$ cat src/rtl/iopt_pkg.sv
package iopt_pkg;
  typedef enum logic [1:0] {ST_IDLE, ST_FETCH, ST_RESP} iopt_state_e;

  localparam logic [1:0] PERM_NONE = 2'b00;
  localparam logic [1:0] PERM_RW   = 2'b11;

  localparam int unsigned REG_BASE  = 0;
  localparam int unsigned REG_MASK  = 1;
  localparam int unsigned REG_DIR   = 2;
  localparam int unsigned REG_CFG   = 3;
  localparam int unsigned REG_PURGE = 4;
  localparam int unsigned NUM_REGS  = 5;
endpackage

$ cat src/rtl/iopt_regs.sv
module iopt_regs
  import iopt_pkg::*;
#(
  parameter int unsigned DW     = 64,
  parameter int unsigned REG_AW = 6
) (
  input  logic              clk_i,
  input  logic              rst_ni,
  input  logic              wr_i,
  input  logic              size8_i,
  input  logic [REG_AW-1:0] addr_i,
  input  logic [DW-1:0]     wdata_i,
  output logic [DW-1:0]     rdata_o,
  output logic [DW-1:0]     base_o,
  output logic [DW-1:0]     mask_o,
  output logic [DW-1:0]     dirbase_o
);
  localparam int unsigned HALF  = DW / 2;
  localparam int unsigned IDX_W = REG_AW - 3;

  logic [IDX_W-1:0] idx;
  logic [DW-1:0]    regs_q [NUM_REGS];

  assign idx = addr_i[REG_AW-1:3];

  for (genvar i = 0; i < NUM_REGS; i++) begin : g_reg
    always_ff @(posedge clk_i or negedge rst_ni) begin
      if (!rst_ni) begin
        regs_q[i] <= '0;
      end else if (wr_i && (idx == IDX_W'(i))) begin
        if (size8_i)        regs_q[i] <= wdata_i;
        else if (addr_i[2]) regs_q[i][DW-1:HALF] <= wdata_i[HALF-1:0];
        else                regs_q[i][HALF-1:0]  <= wdata_i[HALF-1:0];
      end
    end
  end

  always_comb begin
    rdata_o = '0;
    for (int i = 0; i < NUM_REGS; i++) begin
      if (idx == IDX_W'(i)) rdata_o = regs_q[i];
    end
  end

  assign base_o    = regs_q[REG_BASE];
  assign mask_o    = regs_q[REG_MASK];
  assign dirbase_o = regs_q[REG_DIR];

  // a low-half write leaves the high half untouched
  assert_half_lo_R2: assert property (@(posedge clk_i) disable iff (!rst_ni)
    (wr_i && !size8_i && !addr_i[2] && idx == IDX_W'(REG_BASE))
      |=> $stable(base_o[DW-1:HALF]));
endmodule

$ cat src/rtl/iopt_match.sv
module iopt_match #(
  parameter int unsigned AW          = 64,
  parameter int unsigned PAGE_SHIFT  = 12,
  parameter int unsigned ENTRY_SHIFT = 3
) (
  input  logic [AW-1:0] page_i,
  input  logic [AW-1:0] base_i,
  input  logic [AW-1:0] mask_i,
  input  logic [AW-1:0] dirbase_i,
  output logic          hit_o,
  output logic [AW-1:0] dflt_o,
  output logic [AW-1:0] entry_addr_o
);
  localparam int unsigned NARROW_W = 32;

  // Fixed default mapping; identity, zero-extended for narrow addresses.
  function automatic logic [AW-1:0] narrow_to_wide(input logic [AW-1:0] a);
    if (a[AW-1:NARROW_W] == '0) return {{(AW-NARROW_W){1'b0}}, a[NARROW_W-1:0]};
    return a;
  endfunction

  logic en;
  assign en           = base_i[0];
  assign hit_o        = en && ((page_i & mask_i) == {base_i[AW-1:1], 1'b0});
  assign dflt_o       = narrow_to_wide(page_i);
  assign entry_addr_o = dirbase_i + ((page_i >> PAGE_SHIFT) << ENTRY_SHIFT);
endmodule

$ cat src/rtl/iopt_walk.sv
module iopt_walk
  import iopt_pkg::*;
#(
  parameter int unsigned AW         = 64,
  parameter int unsigned DW         = 64,
  parameter int unsigned PAGE_SHIFT = 12
) (
  input  logic          clk_i,
  input  logic          rst_ni,
  input  logic          req_valid_i,
  output logic          req_ready_o,
  input  logic          hit_i,
  input  logic [AW-1:0] dflt_i,
  input  logic [AW-1:0] entry_addr_i,
  output logic          mem_req_o,
  output logic [AW-1:0] mem_addr_o,
  input  logic          mem_rvalid_i,
  input  logic [DW-1:0] mem_rdata_i,
  output logic          rsp_valid_o,
  input  logic          rsp_ready_i,
  output logic [AW-1:0] rsp_addr_o,
  output logic [1:0]    rsp_perm_o
);
  iopt_state_e   state_q;
  logic [AW-1:0] mem_addr_q, rsp_addr_q;
  logic [1:0]    perm_q;
  logic          accept;

  assign accept      = req_valid_i && req_ready_o;
  assign req_ready_o = (state_q == ST_IDLE);
  assign mem_req_o   = (state_q == ST_FETCH);
  assign rsp_valid_o = (state_q == ST_RESP);
  assign mem_addr_o  = mem_addr_q;
  assign rsp_addr_o  = rsp_addr_q;
  assign rsp_perm_o  = perm_q;

  always_ff @(posedge clk_i or negedge rst_ni) begin
    if (!rst_ni) begin
      state_q    <= ST_IDLE;
      mem_addr_q <= '0;
      rsp_addr_q <= '0;
      perm_q     <= PERM_NONE;
    end else begin
      unique case (state_q)
        ST_IDLE: if (req_valid_i) begin
          if (hit_i) begin
            mem_addr_q <= entry_addr_i;
            state_q    <= ST_FETCH;
          end else begin
            rsp_addr_q <= dflt_i;
            perm_q     <= PERM_RW;
            state_q    <= ST_RESP;
          end
        end
        ST_FETCH: if (mem_rvalid_i) begin
          if (mem_rdata_i[DW-1]) begin
            rsp_addr_q <= AW'({1'b0, mem_rdata_i[DW-2:PAGE_SHIFT], {PAGE_SHIFT{1'b0}}});
            perm_q     <= PERM_RW;
          end else begin
            rsp_addr_q <= '0;
            perm_q     <= PERM_NONE;
          end
          state_q <= ST_RESP;
        end
        ST_RESP: if (rsp_ready_i) state_q <= ST_IDLE;
        default: state_q <= ST_IDLE;
      endcase
    end
  end

  assert_one_inflight_R11: assert property (@(posedge clk_i) disable iff (!rst_ni)
    !(req_ready_o && (rsp_valid_o || mem_req_o)));

  assert_rsp_hold_R11: assert property (@(posedge clk_i) disable iff (!rst_ni)
    (rsp_valid_o && !rsp_ready_i) |=> (rsp_valid_o && $stable(rsp_addr_o) && $stable(rsp_perm_o)));

  assert_mem_hold_R12: assert property (@(posedge clk_i) disable iff (!rst_ni)
    (mem_req_o && !mem_rvalid_i) |=> (mem_req_o && $stable(mem_addr_o)));

  assert_bypass_next_R10: assert property (@(posedge clk_i) disable iff (!rst_ni)
    (accept && !hit_i) |=> (rsp_valid_o && rsp_perm_o == PERM_RW && !mem_req_o));

  assert_fetch_addr_R5: assert property (@(posedge clk_i) disable iff (!rst_ni)
    (accept && hit_i) |=> (mem_req_o && mem_addr_o == $past(entry_addr_i)));

  assert_perm_code_R7: assert property (@(posedge clk_i) disable iff (!rst_ni)
    rsp_valid_o |-> (rsp_perm_o == PERM_RW || rsp_perm_o == PERM_NONE));

  assert_page_align_R8: assert property (@(posedge clk_i) disable iff (!rst_ni)
    rsp_valid_o |-> (rsp_addr_o[PAGE_SHIFT-1:0] == '0));
endmodule

$ cat src/rtl/iopt_xlate.sv
module iopt_xlate #(
  parameter int unsigned AW          = 64,
  parameter int unsigned DW          = 64,
  parameter int unsigned REG_AW      = 6,
  parameter int unsigned PAGE_SHIFT  = 12,
  parameter int unsigned ENTRY_SHIFT = 3
) (
  input  logic              clk_i,
  input  logic              rst_ni,
  input  logic              reg_wr_i,
  input  logic              reg_size8_i,
  input  logic [REG_AW-1:0] reg_addr_i,
  input  logic [DW-1:0]     reg_wdata_i,
  output logic [DW-1:0]     reg_rdata_o,
  input  logic              req_valid_i,
  output logic              req_ready_o,
  input  logic [AW-1:0]     req_addr_i,
  output logic              rsp_valid_o,
  input  logic              rsp_ready_i,
  output logic [AW-1:0]     rsp_addr_o,
  output logic [PAGE_SHIFT-1:0] rsp_mask_o,
  output logic [1:0]        rsp_perm_o,
  output logic              mem_req_o,
  output logic [AW-1:0]     mem_addr_o,
  input  logic              mem_rvalid_i,
  input  logic [DW-1:0]     mem_rdata_i
);
  logic [DW-1:0] base, mask, dirbase;
  logic [AW-1:0] page, dflt, entry_addr;
  logic          hit;

  assign page       = {req_addr_i[AW-1:PAGE_SHIFT], {PAGE_SHIFT{1'b0}}};
  assign rsp_mask_o = '1;

  iopt_regs #(.DW(DW), .REG_AW(REG_AW)) u_regs (
    .clk_i, .rst_ni,
    .wr_i(reg_wr_i), .size8_i(reg_size8_i), .addr_i(reg_addr_i),
    .wdata_i(reg_wdata_i), .rdata_o(reg_rdata_o),
    .base_o(base), .mask_o(mask), .dirbase_o(dirbase)
  );

  iopt_match #(.AW(AW), .PAGE_SHIFT(PAGE_SHIFT), .ENTRY_SHIFT(ENTRY_SHIFT)) u_match (
    .page_i(page), .base_i(AW'(base)), .mask_i(AW'(mask)), .dirbase_i(AW'(dirbase)),
    .hit_o(hit), .dflt_o(dflt), .entry_addr_o(entry_addr)
  );

  iopt_walk #(.AW(AW), .DW(DW), .PAGE_SHIFT(PAGE_SHIFT)) u_walk (
    .clk_i, .rst_ni,
    .req_valid_i, .req_ready_o,
    .hit_i(hit), .dflt_i(dflt), .entry_addr_i(entry_addr),
    .mem_req_o, .mem_addr_o, .mem_rvalid_i, .mem_rdata_i,
    .rsp_valid_o, .rsp_ready_i, .rsp_addr_o, .rsp_perm_o
  );
endmodule

$ cat config.mk
export PLATFORM = sky130hd
export DESIGN_NAME = iopt_xlate
export DESIGN_NICKNAME = d
export VERILOG_FILES = /design/src/rtl/iopt_pkg.sv /design/src/rtl/iopt_regs.sv /design/src/rtl/iopt_match.sv /design/src/rtl/iopt_walk.sv /design/src/rtl/iopt_xlate.sv
export SDC_FILE = /design/constraint.sdc
export NUM_CORES = 1
export LEC_CHECK = 0
export CAP_MARGIN = 20
export CORE_UTILIZATION = 45
export DETAILED_ROUTE_END_ITERATION = 16
export PLACE_DENSITY = 0.72
export SYNTH_ARGS = -nofsm -noshare
export SYNTH_HDL_FRONTEND = slang
export SYNTH_SLANG_ARGS = --single-unit
export TNS_END_PERCENT = 20
$ cat constraint.sdc
create_clock -name clk_i -period 3.7 [get_ports clk_i]
set_clock_uncertainty 0.05 [all_clocks]
set_input_delay 0.74 -clock clk_i [delete_from_list [all_inputs] [get_ports clk_i]]
set_output_delay 0.74 -clock clk_i [all_outputs]
set_load 0.02 [all_outputs]
==> summary.txt <==
Power
  – Pwr Density: 563 mW/mm^2
  – Register share of total power: 38.2%
  – Cell Int Power: 11.5 mW
  – Clock power frac: 29.3%
  – Power Total: 17.3 mW
  – LEAKAGE: 13.7 nW
  – Sw frac: 33.4%
  – Combinational Power Share: 32.5%
  – Peak supply drop: 399 uV
  – Sw Pwr: 5.78 mW

Worst setup path
  – CP Capture Type: flop
  – Required time of the critical path: 4.12 ns
  – Worst path slowest cell: o41ai_4
  – CP max FO: 5
  – Crit start category: input pin
  – Worst EP arrival: 3.96 ns
  – CP Class: input pin to flop
  – Worst reg2reg setup slack: 0.26 ns
  – Cell chain of the critical path: clkdlybuf4s50_1, ha_1, fa_2, a21oi_4, o21ai_2, a221oi_2, buf_4, o211ai_1, nand3_1, a211oi_2, o41ai_4, nor3b_1, xor2_1, mux2_2
  – Slowest Stage Delay on Critical Path: 0.44 ns

Clocking
  – Insertion delay to the later sink of the worst-skew pair: 0.61 ns
  – CTS Buffer Depth: 3
  – CTS tree: built
  – Htree depth: 2
  – Clock Pin Slew Worst Setup and Hold Paths: 0.06 ns
  – Cts bufs inserted: 47
  – Clock root buffer: clkbuf_16
  – CTS sink count: 439

Drt
  – Met3 WL: 7.56 mm
  – Detailed Route WL: 83.8 mm
  – Metal-1 WL: 35.3 mm
  – Met2 Wirelength: 37.7 mm
  – DRC viols: 0
  – DR vias: 20,400
  – Detailed Route Iter0 Violations: 1,898
  – Vias per cell: 5.76
  – Routed WL per cell: 23.7 um
  – Routed Antenna Nets: 0
  – Pre-Repair DR Iteration Count: 5
  – Max layer used: met5

GRT
  – GR Util All Layers: 32.4%
  – Global-route wire length before repair: 124 mm
  – GRT Residual Overflow: 0
  – Vias in the first global route: 19,700
  – Initial antenna violation count: 7
  – Pin count of the biggest net entering global routing: 95

STA
  – Worst-Margin Slew: 0.946 ns
  – Hold Violations, Final: 0
  – Final period util: 95.7%
  – Slew headroom: 36.9%
  – Fmax: 283 MHz
  – RSZ-0062 raised after global routing: false
  – Setup violators final: 0
  – Fin. max-slew vios: 0
  – Final min period: 3.54 ns
  – Setup ws final: 0.161 ns

Final layout
  – Area Growth Syn to Fin: 34.1%
  – Fillers: 4,135
  – Layout net count: 3,080
  – Layout cell share with drive strength beyond 1: 21.2%
  – Multi-input gate area: 0.0112 mm^2
  – Sequential standard cell area: 0.0110 mm^2

Job
  – Max_cap viols: 0

Die
  – Ports: 414
  – Core area: 0.0502 mm^2
  – Starting density of the core: 45.7%
  – Die height: 228 um
  – Die area: 0.0518 mm^2
  – Die X: 228 um
  – Cell Rows: 82

Logic synthesis
  – Top FF cell, synth: dfrtp_1
  – EDFF count, synth: 0
  – Cell count after synthesis: 2,286
  – Netlist cell types: 72
  – #FFs+latches synth: 439
  – Syn. warnings: 0
  – Sequential fraction of the synthesis area: 48.0%
  – Synthesized cell area: 0.0229 mm^2
  – Async SR Flop Fraction: 100%
  – Syn avg cell area: 10.0 um^2

Place
  – Placer Congestion: 0.955
  – Dpl ws: -0.745 ns
  – Post-DP HPWL: 63.9 mm
  – IO buf count: 363

Outcome
  – Status: completed

Min path
  – Hold Crit Class: input pin to async pin
sequential cells by signal, summed over array words and instances, names as in the netlist:
register and cells:
u_walk.rsp_perm_o 1, u_walk.mem_addr_o 64, u_walk.state_q 2, u_regs.dirbase_o 64, u_regs.mask_o 64, u_regs.base_o 64, u_walk.rsp_addr_o 52, u_regs.regs_q 128
layer usage:
layer | vias to the layer above | global-route usage, %
met5 | - | 0
met4 | 6 | 12.0
met3 | 155 | 6.59
met2 | 957 | 50.0
met1 | 10100 | 44.9
li1 | 9186 | -
synth_stat cells (3+ instances only):
| cell | count | share of area (%) |
|---|---|---|
| a21o_1 | 27 | 0.88 |
| a21oi_1 | 213 | 4.7 |
| a22oi_1 | 97 | 3.2 |
| a31oi_1 | 8 | 0.22 |
| and2_1 | 3 | 0.082 |
| and3_1 | 5 | 0.14 |
| buf_1 | 19 | 0.31 |
| buf_2 | 4 | 0.087 |
| buf_4 | 25 | 0.82 |
| clkbuf_1 | 125 | 2.0 |
| dfrtp_1 | 439 | 48 |
| ha_1 | 52 | 2.8 |
| inv_1 | 38 | 0.62 |
| mux2_2 | 175 | 8.6 |
| mux2i_1 | 80 | 3.5 |
| mux4_2 | 18 | 1.8 |
| nand2_1 | 260 | 4.3 |
| nand2b_1 | 3 | 0.082 |
| nand3_1 | 15 | 0.33 |
| nand4_1 | 31 | 0.85 |
| nor2_1 | 192 | 3.1 |
| nor2b_1 | 9 | 0.25 |
| nor3_1 | 13 | 0.28 |
| nor3b_1 | 3 | 0.098 |
| nor4_1 | 12 | 0.33 |
| o211ai_1 | 7 | 0.23 |
| o21a_1 | 5 | 0.16 |
| o21ai_0 | 185 | 4.0 |
| o21ai_1 | 4 | 0.087 |
| o21ai_2 | 3 | 0.11 |
| o21bai_1 | 11 | 0.36 |
| o22ai_1 | 47 | 1.3 |
| xnor2_1 | 33 | 1.3 |
| xor2_1 | 77 | 2.9 |
area by class of cell:
| class | instances | share of cell area, % |
|---|---|---|
| antenna | 4 | 0.0326 |
| clock buffer | 64 | 4.46 |
| clock inverter | 23 | 1.02 |
| inverter | 38 | 0.464 |
| multi-input combinational | 1656 | 36.3 |
| sequential | 439 | 35.7 |
| tap | 672 | 2.74 |
| timing repair buffer | 640 | 19.2 |
cell families (layout without fill, tap and decap cells):
kind of cell / Yosys count / in the layout / synth area share (%)
buffers and inverters: 213 / 765 / 3.99
XOR/XNOR: 110 / 110 / 4.21
adder cells (fa/ha/maj): 53 / 53 / 2.93
other: 2 / 28 / 0.0328
flip-flops: 439 / 439 / 48.0
multiplexers: 273 / 273 / 13.9
AO/OA/AOI/OAI: 638 / 638 / 16.8
AND/OR/NAND/NOR: 558 / 558 / 10.3
worst paths after layout:
kind                                       start               endpoint  depth (start not counted)
max in group asynchronous                 rst_ni       u_regs.regs_q[5]                          3
min in group clk_i         u_walk.mem_addr_o[15]  u_walk.mem_addr_o[15]                          2
setup reg to reg             u_regs.dirbase_o[3]  u_walk.mem_addr_o[59]                         13
hold / removal                            rst_ni  u_walk.rsp_addr_o[51]                          1
hold reg to reg            u_walk.mem_addr_o[15]  u_walk.mem_addr_o[15]                          2
setup / recovery                  req_addr_i[12]  u_walk.mem_addr_o[59]                         14
power groups by stage:
| stage | clock network (mW) | registers [mW] | logic, mW |
|---|---|---|---|
| after global placement | 0 | 6.58 | 5.45 |
| final | 5.07 | 6.61 | 5.63 |
| after floorplan | 0 | 6.53 | 2.96 |
| after global routing | 5.32 | 6.70 | 6.09 |
| after CTS | 5.14 | 6.57 | 5.60 |
| after detailed placement | 0 | 6.65 | 5.56 |
placed cells by master (no fill, tap or decap), drive strengths merged, types with 31 or more instances in the layout:
| cell | instances |
|---|---|
| dfrtp | 439 |
| clkdlybuf4s50 | 342 |
| buf | 298 |
| a21oi | 216 |
| mux2i | 80 |
| nand2 | 260 |
| clkbuf | 64 |
| xor2 | 77 |
| a22oi | 97 |
| nand4 | 31 |
| xnor2 | 33 |
| ha | 52 |
| nor2 | 192 |
| o22ai | 47 |
| inv | 39 |
| o21ai | 192 |
| mux2 | 175 |
through the flow:
step / TNS (ns) / instances / util (%) / area, um^2 / hold WS, ns
2_1_floorplan: 0 / 2308 / - / 23000 / 0.394
3_3_place_gp: -8.80 / 3444 / 57.8 / 29000 / 0.413
3_5_place_dp: -11.22 / 3444 / 57.8 / 29000 / 0.423
4_1_cts: 0 / 3532 / 61.2 / 30700 / 0.105
5_1_grt: 0 / 3532 / 61.2 / 30700 / 0.140
6_report: 0 / 3536 / 61.3 / 30700 / 0.0969
what timing repair did:
item,in CTS,in global routing
pin swaps,3,5
endpoints found under the setup margin,4,5
hold buffers,0,0
buffers inserted,1,0
resized for setup,3,2
critical path: cells and delay by family:
kind / cells / cell delay [ns]
buffers and inverters: 2 / 0.59
AO/OA/AOI/OAI: 6 / 1.22
multiplexers: 1 / 0.26
XOR/XNOR: 1 / 0.16
AND/OR/NAND/NOR: 2 / 0.33
adder cells (fa/ha/maj): 2 / 0.64
Power figures use the tool's default switching activity.
